### config.mk
export PLATFORM = sky130hd
export DESIGN_NAME = clip_low_sel
export DESIGN_NICKNAME = d
export VERILOG_FILES = /design/src/rtl/clo_pkg.sv /design/src/rtl/clo_lane.sv /design/src/rtl/clo_lane_array.sv /design/src/rtl/clo_flag_bank.sv /design/src/rtl/clo_result_reg.sv /design/src/rtl/clip_low_sel.sv
export SDC_FILE = /design/constraint.sdc
export NUM_CORES = 1
export LEC_CHECK = 0
export BUFFER_PORTS_ARGS = -buffer_cell sky130_fd_sc_hd__buf_4
export CAP_MARGIN = 15
export CORE_UTILIZATION = 35
export DETAILED_ROUTE_END_ITERATION = 6
export GPL_TIMING_DRIVEN = 0
export HOLD_SLACK_MARGIN = 0.12
export PLACE_DENSITY = 0.63
export SLEW_MARGIN = 20
export SYNTH_ARGS = -nofsm -noshare
export SYNTH_HDL_FRONTEND = slang
export SYNTH_SLANG_ARGS = --single-unit
### constraint.sdc
create_clock -name clk -period 11.82 [get_ports clk]
set_clock_uncertainty 0.2 [all_clocks]
set_input_delay 1.182 -clock clk [delete_from_list [all_inputs] [get_ports clk]]
set_output_delay 1.182 -clock clk [all_outputs]
set_load 0.02 [all_outputs]
### src/rtl/clo_pkg.sv
package clo_pkg;

  // Per-lane flag state held between clip steps.
  typedef struct packed {
    logic ne;   // high half of the lane was not equal
    logic co;   // carry / sign of the lane
    logic ext;  // extra clip-compare flag
    logic cmp;  // compare (low-side) flag
    logic clp;  // clip (high-side) flag
  } clo_flag_t;

  localparam int unsigned FLAG_BITS = $bits(clo_flag_t);

endpackage

### src/rtl/clo_lane.sv
module clo_lane
  import clo_pkg::*;
#(
  parameter int unsigned W = 16
) (
  input  logic [W-1:0] vs,
  input  logic [W-1:0] vt,
  input  clo_flag_t    fin,
  output logic [W-1:0] vd,
  output logic         le_n,
  output logic         ge_n
);

  logic         sn;
  logic         eq;
  logic [W-1:0] vc;
  logic [W:0]   sum;
  logic [W-1:0] diff;
  logic         uz;
  logic         lz;
  logic         le_c;
  logic         ge_c;
  logic         sel;

  assign sn = fin.co;
  assign eq = ~fin.ne;

  // conditional two's-complement negation of VT
  assign vc = (vt ^ {W{sn}}) + {{(W-1){1'b0}}, sn};

  // carry-out of the raw unsigned sum, and wrap-around zero difference
  assign sum  = {1'b0, vs} + {1'b0, vt};
  assign uz   = ~sum[W];
  assign diff = vs - vc;
  assign lz   = (diff == '0);

  assign le_c = fin.ext ? (lz | uz) : (lz & uz);
  assign ge_c = (vs >= vc);

  assign le_n = (eq &  sn) ? le_c : fin.cmp;
  assign ge_n = (eq & ~sn) ? ge_c : fin.clp;

  assign sel = sn ? le_n : ge_n;
  assign vd  = sel ? vc : vs;

endmodule

### src/rtl/clo_lane_array.sv
module clo_lane_array
  import clo_pkg::*;
#(
  parameter int unsigned LANES  = 8,
  parameter int unsigned LANE_W = 16,
  localparam int unsigned VEC_W = LANES * LANE_W
) (
  input  logic [VEC_W-1:0]          vs_vec,
  input  logic [VEC_W-1:0]          vt_vec,
  input  clo_flag_t [LANES-1:0]     flags,
  output logic [VEC_W-1:0]          vd_vec,
  output logic [LANES-1:0]          le_vec,
  output logic [LANES-1:0]          ge_vec
);

  for (genvar i = 0; i < LANES; i++) begin : g_lane
    clo_lane #(.W(LANE_W)) lane_i (
      .vs   (vs_vec[i*LANE_W +: LANE_W]),
      .vt   (vt_vec[i*LANE_W +: LANE_W]),
      .fin  (flags[i]),
      .vd   (vd_vec[i*LANE_W +: LANE_W]),
      .le_n (le_vec[i]),
      .ge_n (ge_vec[i])
    );
  end

endmodule

### src/rtl/clo_flag_bank.sv
module clo_flag_bank
  import clo_pkg::*;
#(
  parameter int unsigned LANES = 8
) (
  input  logic                  clk,
  input  logic                  rst,
  input  logic                  ld_en,
  input  clo_flag_t [LANES-1:0] ld_val,
  input  logic                  op_en,
  input  logic [LANES-1:0]      le_new,
  input  logic [LANES-1:0]      ge_new,
  output clo_flag_t [LANES-1:0] st
);

  for (genvar i = 0; i < LANES; i++) begin : g_flag
    clo_flag_t q;

    always_ff @(posedge clk) begin
      if (rst) begin
        q <= '0;
      end else if (op_en) begin
        // operation update wins over a coincident load
        q.ne  <= 1'b0;
        q.co  <= 1'b0;
        q.ext <= 1'b0;
        q.cmp <= le_new[i];
        q.clp <= ge_new[i];
      end else if (ld_en) begin
        q <= ld_val[i];
      end
    end

    assign st[i] = q;
  end

endmodule

### src/rtl/clo_result_reg.sv
module clo_result_reg #(
  parameter int unsigned VEC_W = 128
) (
  input  logic             clk,
  input  logic             rst,
  input  logic             op_en,
  input  logic [VEC_W-1:0] vd_n,
  output logic             valid_q,
  output logic [VEC_W-1:0] vd_q,
  output logic [VEC_W-1:0] acc_q
);

  always_ff @(posedge clk) begin
    if (rst) begin
      valid_q <= 1'b0;
      vd_q    <= '0;
      acc_q   <= '0;
    end else begin
      valid_q <= op_en;
      if (op_en) begin
        vd_q  <= vd_n;
        acc_q <= vd_n;
      end
    end
  end

endmodule

### src/rtl/clip_low_sel.sv
module clip_low_sel
  import clo_pkg::*;
#(
  parameter int unsigned LANES  = 8,
  parameter int unsigned LANE_W = 16,
  localparam int unsigned VEC_W = LANES * LANE_W
) (
  input  logic             clk,
  input  logic             rst,
  input  logic             flg_wr,
  input  logic [LANES-1:0] ne_wr,
  input  logic [LANES-1:0] co_wr,
  input  logic [LANES-1:0] ext_wr,
  input  logic [LANES-1:0] cmp_wr,
  input  logic [LANES-1:0] clp_wr,
  input  logic             op_valid,
  input  logic [VEC_W-1:0] vs_i,
  input  logic [VEC_W-1:0] vt_i,
  output logic             res_valid,
  output logic [VEC_W-1:0] vd_o,
  output logic [VEC_W-1:0] acc_lo_o,
  output logic [LANES-1:0] ne_q,
  output logic [LANES-1:0] co_q,
  output logic [LANES-1:0] ext_q,
  output logic [LANES-1:0] cmp_q,
  output logic [LANES-1:0] clp_q
);

  clo_flag_t [LANES-1:0] ld_val;
  clo_flag_t [LANES-1:0] st;
  logic [LANES-1:0]      le_new;
  logic [LANES-1:0]      ge_new;
  logic [VEC_W-1:0]      vd_n;

  for (genvar i = 0; i < LANES; i++) begin : g_map
    assign ld_val[i] = '{ne: ne_wr[i], co: co_wr[i], ext: ext_wr[i],
                         cmp: cmp_wr[i], clp: clp_wr[i]};
    assign ne_q[i]  = st[i].ne;
    assign co_q[i]  = st[i].co;
    assign ext_q[i] = st[i].ext;
    assign cmp_q[i] = st[i].cmp;
    assign clp_q[i] = st[i].clp;
  end

  clo_lane_array #(.LANES(LANES), .LANE_W(LANE_W)) lanes_i (
    .vs_vec (vs_i),
    .vt_vec (vt_i),
    .flags  (st),
    .vd_vec (vd_n),
    .le_vec (le_new),
    .ge_vec (ge_new)
  );

  clo_flag_bank #(.LANES(LANES)) flags_i (
    .clk    (clk),
    .rst    (rst),
    .ld_en  (flg_wr),
    .ld_val (ld_val),
    .op_en  (op_valid),
    .le_new (le_new),
    .ge_new (ge_new),
    .st     (st)
  );

  clo_result_reg #(.VEC_W(VEC_W)) res_i (
    .clk     (clk),
    .rst     (rst),
    .op_en   (op_valid),
    .vd_n    (vd_n),
    .valid_q (res_valid),
    .vd_q    (vd_o),
    .acc_q   (acc_lo_o)
  );

endmodule

==> run metrics <==
Synth warnings=0; total global routing overflow=0; initial antenna violation count=18; H-tree depth=4; Top FF cell, synth=dfxtp_1; Initial Util=between 30% and 40%; Post-CTS Resized=0; Worst Max-Slew Pin Slew=1.21 ns; remaining routing DRC violations=0; crit path time final=7.31 ns; met3 usage=4.86%; via count=26500; Adder-Cell Fraction of Synth Area=approximately an eighth; post-synthesis cell type count=110; Clock Latency Late Sink=~0.5 ns; sequential share of power=25.2%; number of flops mapped to enable cells by yosys=0; Longest Clk Path Bufs=2; CTS root buffer=clkbuf_16; share of layout cells above drive strength 1=24.2%; crit path DAT=7.51 ns; initial drt markers=1892; instance area at placement=between 20000 and 30000 um2; CTS sink cnt=about 170; pin count of the biggest net entering global routing=17; Top Usage Layer GRT=met2; Psw=around 0.0012 W; Hold Vio Cnt, Final=0; Synth Register Bits=169; Multi-input gate area=about 18000 um2; met2 usage=between 40% and 50%; WS Path Type=in -> reg; number of global-route vias before repair=roughly 24000; Placeable Area=67200 um2; synthesized area=approximately 24000 um2; RSZ-0062 raised after global routing=false; VDD IR max=approximately 0.00011 V; post-synthesis mux area share=5.06%; commonest non-fill, non-tap cell in the layout=buf_4; drt pass-1 iters=5; Worst-path clk slew=around 0.080 ns; sequential cell area=3380 um2; Die Height=263 um; GRT Resource Usage Total=29.3%; setup TNS=0 ns; Async SR Flop Fraction=0%; gp weighted congestion=0.990; Tcrit/Tclk final=around 62%; DIE AREA=69000 um2; Clock Power Share=approximately 23%; Achievable Freq=approximately 140 MHz; Die W=263 um; DR WL/cell=22.8 um; fill cell count=6915; Hold Path Class=reg -> reg; largest family of logic cells by synthesized area=compound AO/OA/AOI/OAI gates; Routed Antenna Nets=0; simple-gate share of the synthesized area=24.3%; Syn Nets=3637; first-pass GRT wire length=about 150 mm; Int Pwr=0.00156 W; most frequent cells in the layout=buf_4 (726), nor2_1 (336), ha_1 (226); cell mode on critical path=clkbuf_1; FF-to-FF Start=flags_i.st[18]; via/cell ratio=roughly 5.7; Mean Syn Cell Area=between 7 and 8 um2; Hold Slack=~0.3 ns; status=completed; total CTS buffers=17; max incr delay on CP=0.73 ns; Max transition margin=just under 20%; P&R area growth vs syn=26.2%; r2r setup slk=4.87 ns; IO Count=597; Req. time, crit path=12.02 ns; hold depth=2; Lkg Pwr=13.4 nW; XOR/XNOR share of the synthesized area=8.99%; Slew Viols, Final=0; Rows=95; register area share after synthesis=14.2%; Gate power share=51.6%; Worst Setup EP=res_i.acc_q[60]; reg2reg end=res_i.acc_q[60]; Critical-path top delay cell=nor2_1; Mapped Cells=3111; PortBufs=595; number of setup buffers added after CTS=0; PD cells=91.0 nW/um2; Setup crit end kind=flop; Final setup viols=0; CP Launch Point=vt_i[49]; met1 global-route usage=37.5%; post-layout util=44.7%; Compound-Gate Fraction of Synth Area=26.4%; CP cell instances=buf_4 -> clkbuf_1 -> and3b_1 -> o21ai_0 -> or3_1 -> clkbuf_1 -> or4_1 -> a22oi_1 -> xor2_1 -> ha_1 -> o21ai_0 -> nand3_1 -> a21oi_1 -> o221ai_1 -> a2111oi_0 -> nand4_1 -> nor4_1 -> a31oi_1 -> nor2_1 -> clkbuf_1 -> nand3_1 -> o311a_1; HPWL Detailed=84.4 mm; CTS tree=yes; CTS Hold Buffers Added=0; # nets final=4252; Final Cell Area=30000 um2; Max Cap Viol=0; crit path max fanout=10; R2R depth=25; Worst setup SP type=input port; pre-CTS setup slack=about 4.2 ns; Final WS setup=4.51 ns; Switching Fraction=between 40 and 50%; final WL=105 mm
## worst min path at each step
stage	to	start	slack, ns
final	res_i.acc_q[41]	res_i.acc_q[41]	0.30
after global routing	res_i.acc_q[41]	res_i.acc_q[41]	0.33
after CTS	res_i.acc_q[41]	res_i.acc_q[41]	0.30
after detailed placement	res_i.acc_q[41]	res_i.acc_q[41]	0.29
after global placement	res_i.acc_q[41]	res_i.acc_q[41]	0.29
after floorplan	res_i.acc_q[29]	res_i.acc_q[29]	0.35
## critical path, delay by kind of cell
kind	cells	cell delay, ns
AND/OR/NAND/NOR	8	2.54
AO/OA/AOI/OAI	8	2.08
buffers and inverters	4	1.10
adder cells (fa/ha/maj)	1	0.34
XOR/XNOR	1	0.24
## sequential cells by signal, summed over array words and instances (netlist names)
| register | count |
|---|---|
| res_i.acc_q | 128 |
| res_i.valid_q | 1 |
| flags_i.st | 40 |
## synthesized netlist by cell type, types with 27 or more instances
cell	n	area share, %
or2_2	31	0.82
a2111oi_0	29	1.1
nor4_1	29	0.76
a21oi_1	115	2.4
and3_1	35	0.92
o21ai_0	116	2.4
buf_4	131	4.1
a211oi_1	44	1.4
nand2_1	199	3.1
mux2i_1	100	4.2
nand2b_1	45	1.2
clkbuf_1	120	1.9
nand3_1	86	1.8
o311a_1	27	1.1
a31oi_1	44	1.2
a21o_1	79	2.5
ha_1	226	12
nand4_1	49	1.3
nor2b_1	29	0.76
o211ai_1	38	1.2
o21a_1	38	1.2
or3_1	31	0.82
xnor2_1	145	5.3
dfxtp_1	169	14
nor3_1	75	1.6
nor2_1	336	5.3
xor2_1	73	2.7
inv_1	95	1.5
## kinds of logic after synthesis
family | count (synthesis)
and+or+nand+nor | 1115
buffers and inverters | 387
muxes | 118
DFF | 169
adders and majority gates | 245
AOI/OAI and AO/OA | 849
xor gates and xnor gates | 228
## final cells by class
class / instances / area share [%]
Multi-Input combinational cell: 2555 / 61.3
Timing Repair Buffer: 596 / 15.0
Sequential cell: 169 / 11.3
Buffer: 288 / 5.47
Tap cell: 873 / 3.64
Clock buffer: 19 / 1.44
Inverter: 99 / 1.24
Clock inverter: 13 / 0.559
Antenna cell: 9 / 0.0750
## per-stage QoR
step,total power [W],cells
4_1_cts,0.00273,4612
2_1_floorplan,0.00155,3111
6_report,0.00273,4621
3_5_place_dp,0.00209,4580
3_3_place_gp,0.00209,4579
5_1_grt,0.00288,4619
## layer usage
layer	part of all wire, %	vias to the layer above
met1	43	12600
met3	6.5	135
met4	2.6	12
li1	-	12800
met5	0.069	-
met2	48	951
## power by group through the flow
stage | Combinational, W | Sequential, W | Clock (W)
after CTS | 0.00140 | 0.000689 | 0.000642
final | 0.00141 | 0.000689 | 0.000632
after detailed placement | 0.00139 | 0.000701 | 0
after global routing | 0.00152 | 0.000695 | 0.000662
after global placement | 0.00138 | 0.000701 | 0
after floorplan | 0.000819 | 0.000734 | 0
Power figures use the tool's default switching activity.
